<file path="config.mk">
export PLATFORM = sky130hd
export DESIGN_NAME = burst_xfer_master
export DESIGN_NICKNAME = d
export VERILOG_FILES = /design/src/rtl/bxm_pkg.sv /design/src/rtl/bxm_resp_decode.sv /design/src/rtl/bxm_req_keeper.sv /design/src/rtl/bxm_xfer_seq.sv /design/src/rtl/burst_xfer_master.sv
export SDC_FILE = /design/constraint.sdc
export NUM_CORES = 1
export LEC_CHECK = 0
export ABC_CLOCK_PERIOD_IN_PS = 1800
export BUFFER_PORTS_ARGS = -buffer_cell sky130_fd_sc_hd__buf_2
export CORE_AREA = 2 2 39 41
export CTS_CLUSTER_DIAMETER = 100
export DETAILED_ROUTE_END_ITERATION = 8
export DIE_AREA = 0 0 41 43
export PLACE_DENSITY = 0.7
export SKIP_LAST_GASP = 1
export SLEW_MARGIN = 30
export SYNTH_ARGS = -nofsm -noshare
export SYNTH_HDL_FRONTEND = slang
export SYNTH_HIERARCHICAL = 1
export SYNTH_SLANG_ARGS = --single-unit
</file>
<file path="constraint.sdc">
create_clock -name clk -period 1.8 [get_ports clk]
set_input_delay 0 -clock clk [delete_from_list [all_inputs] [get_ports clk]]
set_output_delay 0 -clock clk [all_outputs]
set_load 0.05 [all_outputs]
</file>
<file path="src/rtl/bxm_pkg.sv">
package bxm_pkg;
  localparam int TRANS_W = 2;
  localparam int RESP_W  = 2;

  typedef enum logic [TRANS_W-1:0] {
    TR_IDLE = 2'b00,
    TR_BUSY = 2'b01,
    TR_NSEQ = 2'b10,
    TR_SEQ  = 2'b11
  } xfer_e;

  typedef enum logic [RESP_W-1:0] {
    RS_OKAY  = 2'b00,
    RS_ERR   = 2'b01,
    RS_RETRY = 2'b10,
    RS_SPLIT = 2'b11
  } resp_e;

  // Response events, all already qualified by bus ownership.
  typedef struct packed {
    logic own;    // master owns the bus this cycle
    logic done;   // transfer completes: ready high, OKAY
    logic stall;  // wait state: ready low, OKAY
    logic err;    // ERROR, either cycle
    logic rty1;   // RETRY first cycle (ready low)
    logic rty2;   // RETRY second cycle (ready high)
    logic spl1;   // SPLIT first cycle (ready low)
    logic spl2;   // SPLIT second cycle (ready high)
  } rsp_ev_t;
endpackage

</file>
<file path="src/rtl/bxm_resp_decode.sv">
module bxm_resp_decode
  import bxm_pkg::*;
(
  input  logic              owner_i,
  input  logic              ready_i,
  input  logic [RESP_W-1:0] resp_i,
  output rsp_ev_t           ev_o
);
  resp_e rsp;
  assign rsp = resp_e'(resp_i);

  always_comb begin
    ev_o.own   = owner_i;
    ev_o.done  = owner_i &  ready_i & (rsp == RS_OKAY);
    ev_o.stall = owner_i & ~ready_i & (rsp == RS_OKAY);
    ev_o.err   = owner_i & (rsp == RS_ERR);
    ev_o.rty1  = owner_i & ~ready_i & (rsp == RS_RETRY);
    ev_o.rty2  = owner_i &  ready_i & (rsp == RS_RETRY);
    ev_o.spl1  = owner_i & ~ready_i & (rsp == RS_SPLIT);
    ev_o.spl2  = owner_i &  ready_i & (rsp == RS_SPLIT);
  end
endmodule

</file>
<file path="src/rtl/bxm_req_keeper.sv">
module bxm_req_keeper (
  input  logic clk,
  input  logic rst_n,
  input  logic start_i,
  input  logic grant_i,
  input  logic own_i,
  input  logic done_i,
  output logic req_o
);
  logic req_q;
  logic req_n;

  // Raise on a start, keep until granted, keep while an owned transfer is unfinished.
  assign req_n = start_i | (req_q & ~grant_i) | (own_i & ~done_i);

  always_ff @(posedge clk or negedge rst_n) begin
    if (!rst_n) req_q <= 1'b0;
    else        req_q <= req_n;
  end

  assign req_o = req_q;
endmodule

</file>
<file path="src/rtl/bxm_xfer_seq.sv">
module bxm_xfer_seq
  import bxm_pkg::*;
(
  input  logic    clk,
  input  logic    rst_n,
  input  logic    start_i,
  input  logic    busy_pref_i,
  input  logic    last_beat_i,
  input  rsp_ev_t ev_i,
  output xfer_e   trans_o,
  output logic    burst_o,
  output logic    split_o
);
  xfer_e trans_q, trans_n, mid_beat;
  logic  armed_q, armed_n;
  logic  split_q, split_n;
  logic  burst_q;

  assign mid_beat = busy_pref_i ? TR_BUSY : TR_SEQ;

  always_comb begin
    trans_n = trans_q;
    armed_n = armed_q;
    split_n = split_q;
    if (!ev_i.own) begin
      trans_n = TR_IDLE;
    end else if (ev_i.err) begin
      trans_n = TR_IDLE;
      armed_n = 1'b0;
    end else if (ev_i.rty1) begin
      trans_n = TR_IDLE;
    end else if (ev_i.rty2) begin
      trans_n = TR_NSEQ;
    end else if (ev_i.spl1) begin
      trans_n = TR_IDLE;
      armed_n = 1'b1;
      split_n = 1'b1;
    end else if (ev_i.spl2) begin
      trans_n = TR_IDLE;
    end else if (ev_i.stall) begin
      if (trans_q == TR_NSEQ) begin
        trans_n = TR_IDLE;
        armed_n = 1'b1;
      end
    end else if (ev_i.done) begin
      unique case (trans_q)
        TR_IDLE: if (armed_q) begin
          trans_n = TR_NSEQ;
          armed_n = 1'b0;
          split_n = 1'b0;
        end
        TR_NSEQ: trans_n = mid_beat;
        TR_SEQ:  trans_n = last_beat_i ? TR_IDLE : mid_beat;
        TR_BUSY: trans_n = TR_SEQ;
      endcase
    end
    if (start_i) armed_n = 1'b1;
  end

  always_ff @(posedge clk or negedge rst_n) begin
    if (!rst_n) begin
      trans_q <= TR_IDLE;
      armed_q <= 1'b0;
      split_q <= 1'b0;
      burst_q <= 1'b0;
    end else begin
      trans_q <= trans_n;
      armed_q <= armed_n;
      split_q <= split_n;
      burst_q <= (trans_n != TR_IDLE);
    end
  end

  assign trans_o = trans_q;
  assign burst_o = burst_q;
  assign split_o = split_q;
endmodule

</file>
<file path="src/rtl/burst_xfer_master.sv">
module burst_xfer_master
  import bxm_pkg::*;
(
  input  logic              clk,
  input  logic              rst_n,
  input  logic              start_i,
  input  logic              busy_pref_i,
  input  logic              grant_i,
  input  logic              owner_i,
  input  logic              ready_i,
  input  logic [RESP_W-1:0] resp_i,
  input  logic              last_beat_i,
  output logic              req_o,
  output logic [TRANS_W-1:0] trans_o,
  output logic              burst_o,
  output logic              split_o
);
  rsp_ev_t ev;
  xfer_e   trans_w;

  bxm_resp_decode u_dec (
    .owner_i (owner_i),
    .ready_i (ready_i),
    .resp_i  (resp_i),
    .ev_o    (ev)
  );

  bxm_req_keeper u_req (
    .clk     (clk),
    .rst_n   (rst_n),
    .start_i (start_i),
    .grant_i (grant_i),
    .own_i   (ev.own),
    .done_i  (ev.done),
    .req_o   (req_o)
  );

  bxm_xfer_seq u_seq (
    .clk         (clk),
    .rst_n       (rst_n),
    .start_i     (start_i),
    .busy_pref_i (busy_pref_i),
    .last_beat_i (last_beat_i),
    .ev_i        (ev),
    .trans_o     (trans_w),
    .burst_o     (burst_o),
    .split_o     (split_o)
  );

  assign trans_o = trans_w;
endmodule

</file>
==> results.cfg <==
[outcome]
status = finished clean

[die]
placementRows = 14
dieArea_um2 = 1763
core_um2 = 1384
start_util_pct = 34.45
die_w_um = 41
ios = 15
die_y_um = 43

[detailed_routing]
route.detailed.drc = 0
wirelength_um = 967
wire_per_inst_um = 11.79
drtIter0Drc = 5
ant_nets = 0
dr.pass1.iters = 4
vias_per_cell = 5.244
vias = 430

[timing]
fmax_mhz = 771.9
tightest_slew_ps = 405.4
finalSetupViolCount = 0
timing.setup.tns_ps = 0
finalHoldViolCount = 0
rsz0062_at_grt = false
min_period_ps = 1295
period_share_pct = 71.97
holdWs_ps = 56.99
drv_slew = 0
clock_skew_ps = 3.105
slew_headroom_pct = 72.90

[global_routing]
grt_pass1_vias = 393
grt_max_degree = 11
antenna_found_initial = 0
overflow = 0
track_usage_pct = 13.63
grt_pass1_wl_mm = 1.621

[critical_path]
worstSetupStartpointType = flip-flop
cp.arrival_ps = 1410
r2r_start = u_seq/trans_o[0]$_DFF_PN0_
r2r_slack_ps = 500
crit_required_ps = 1910
endpoint_kind = flip-flop
path_class = reg -> reg
worstPathMaxFanout = 6
reg2reg_depth = 4
worstReg2RegEnd = u_seq/armed_q$_DFFE_PN0P_

[power_and_ir_drop]
p_leak_nw = 0.2812
p_per_area_nw_per_um2 = 591.9
ir_worst_vdd_uv = 143.1

[cts]
h-tree-depth = 1
clk_pin_slew_worst_paths_ps = 40
cts_setup_buffers = 0
clk_latency_ps = 240
clock_sinks = 6
cts-resized-gates = 0
cts_buffers = 3
clk_path_buf_depth = 2
clock-root-buffer = clkbuf_4
cts_tree = done

[final_layout]
layout_common_cells = 14 x buf_2, 6 x dfrtp_1, 5 x nor2_1
area_growth_pct = 26.25
final_common_cell = buf_2
nets = 78
layout-drive-gt1-share_pct = 43.94
n_antenna_cell = 0

[worst_hold_path]
hp-start = grant_i
min_to = u_req/req_o$_DFF_PN0_
whs_path_depth = 3
worstHoldPathType = in -> reg

[placement]
gp_congestion = 0.7725
io_buffers = 14
hpwl_um = 740.3

[yosys]
ys_types = 31
yosysSeqAreaShare_pct = 31.50
syn_nets = 58
synth-seq-cells = 6
avgSynthCellArea_um2 = 9.931
netlist_instances = 48
syn_area_um2 = 476.7
synth_warnings = 6

[job]
cap_viol_max_count = 0
==> area by class of cell <==
type / count / area (µm²)
flip-flops and latches: 6 / 150.1
inverters: 3 / 11.26
clock buffers: 3 / 22.52
repair buffers: 16 / 90.09
multi-input cells: 38 / 307.8
well taps: 16 / 20.02
fillers: 141 / 782.0
==> logic make-up (layout without fill, tap and decap cells) <==
family	count (synthesis)	count (layout)	synth area share (%)
AND/OR/NAND/NOR	24	24	40.16
AO/OA/AOI/OAI	12	12	19.95
flip-flops	6	6	31.50
multiplexers	2	2	4.462
buffers and inverters	4	22	3.937
==> layer usage <==
layer  vias up  routed length, µm  GRT usage, %  share of wire [%]
met5         -                  0             0                  0
met4         0                  0         10.00                  0
met2         9                445         17.50                 46
li1        223                  -             -                  -
met3         0                 26         3.141                2.7
met1       198                495         18.85                 51
==> state kept, by name, summed over array words and instances (netlist names) <==
signal,count
u_req/req_o,1
u_seq/armed_q,1
u_seq/burst_o,1
u_seq/split_o,1
u_seq/trans_o,2
==> synthesized netlist by cell type <==
| master | instances | share of area, % |
|---|---|---|
| or3_4 | 1 | 2.4 |
| mux2i_1 | 1 | 2.1 |
| nor2_4 | 1 | 2.4 |
| a21boi_1 | 1 | 1.6 |
| o211ai_2 | 1 | 2.6 |
| nor4_1 | 1 | 1.3 |
| o221ai_1 | 1 | 1.8 |
| nor2_1 | 5 | 3.9 |
| nand4b_1 | 1 | 1.8 |
| and3b_2 | 1 | 2.1 |
| nor2b_1 | 1 | 1.3 |
| o21ba_1 | 1 | 2.1 |
| inv_1 | 3 | 2.4 |
| and4_2 | 1 | 2.1 |
| mux2_2 | 1 | 2.4 |
| nand3b_1 | 1 | 1.6 |
| or3_1 | 1 | 1.3 |
| o31a_1 | 1 | 1.8 |
| o21ai_0 | 2 | 2.1 |
| dfrtp_1 | 6 | 31 |
| nor3b_2 | 1 | 2.6 |
| a221o_1 | 2 | 4.2 |
| and4b_2 | 2 | 4.7 |
| and2_1 | 1 | 1.3 |
| and4bb_2 | 2 | 5.2 |
| nand2_1 | 2 | 1.6 |
| o21a_1 | 1 | 1.6 |
| nand2b_1 | 1 | 1.3 |
| nor4b_2 | 1 | 3.1 |
| a21oi_1 | 2 | 2.1 |
| buf_4 | 1 | 1.6 |
==> metrics by stage <==
step                worst slack [ps]  total power, W  std cells  instance area (µm²)  utilization, %
global placement               367.7       0.0002334         77                559.3           40.42
floorplan                      302.8       0.0002067         48                476.7               -
finish                         504.6       0.0003562         82                601.8           43.49
detailed placement             350.8       0.0002346         77                559.3           40.42
CTS                            492.6       0.0003584         82                601.8           43.49
global route                   437.9       0.0003830         82                601.8           43.49
==> power by group <==
group / leakage [nW] / total [W] / internal (W) / switching [W]
Clock: 0.0138 / 0.000120 / 0.0000752 / 0.0000448
Sequential: 0.0740 / 0.000147 / 0.000142 / 0.00000481
Combinational: 0.193 / 0.0000893 / 0.0000360 / 0.0000533
==> critical path: stages, from the launching register on <==
cell and delay (ps):
dfrtp_1 420, or3_4 420, nor2_4 100, a221o_1 150, o211ai_2 70
==> worst max path at each step <==
stage | depth (start not counted) | end | slack, ps | start
after floorplan | 3 | u_seq/armed_q$_DFFE_PN0P_ | 300 | u_seq/trans_o[1]$_DFF_PN0_
after global placement | 6 | u_seq/burst_o$_DFF_PN0_ | 370 | ready_i
after detailed placement | 6 | u_seq/armed_q$_DFFE_PN0P_ | 350 | ready_i
after CTS | 4 | u_seq/armed_q$_DFFE_PN0P_ | 490 | u_seq/trans_o[0]$_DFF_PN0_
after global routing | 4 | u_seq/armed_q$_DFFE_PN0P_ | 440 | u_seq/trans_o[0]$_DFF_PN0_
final | 4 | u_seq/armed_q$_DFFE_PN0P_ | 500 | u_seq/trans_o[0]$_DFF_PN0_
==> what timing repair did <==
item                       4_1_cts  5_1_grt
hold buffers                     2        0
hold endpoints to repair         8        0
setup endpoints to repair        0        0
Power figures use the tool's default switching activity.
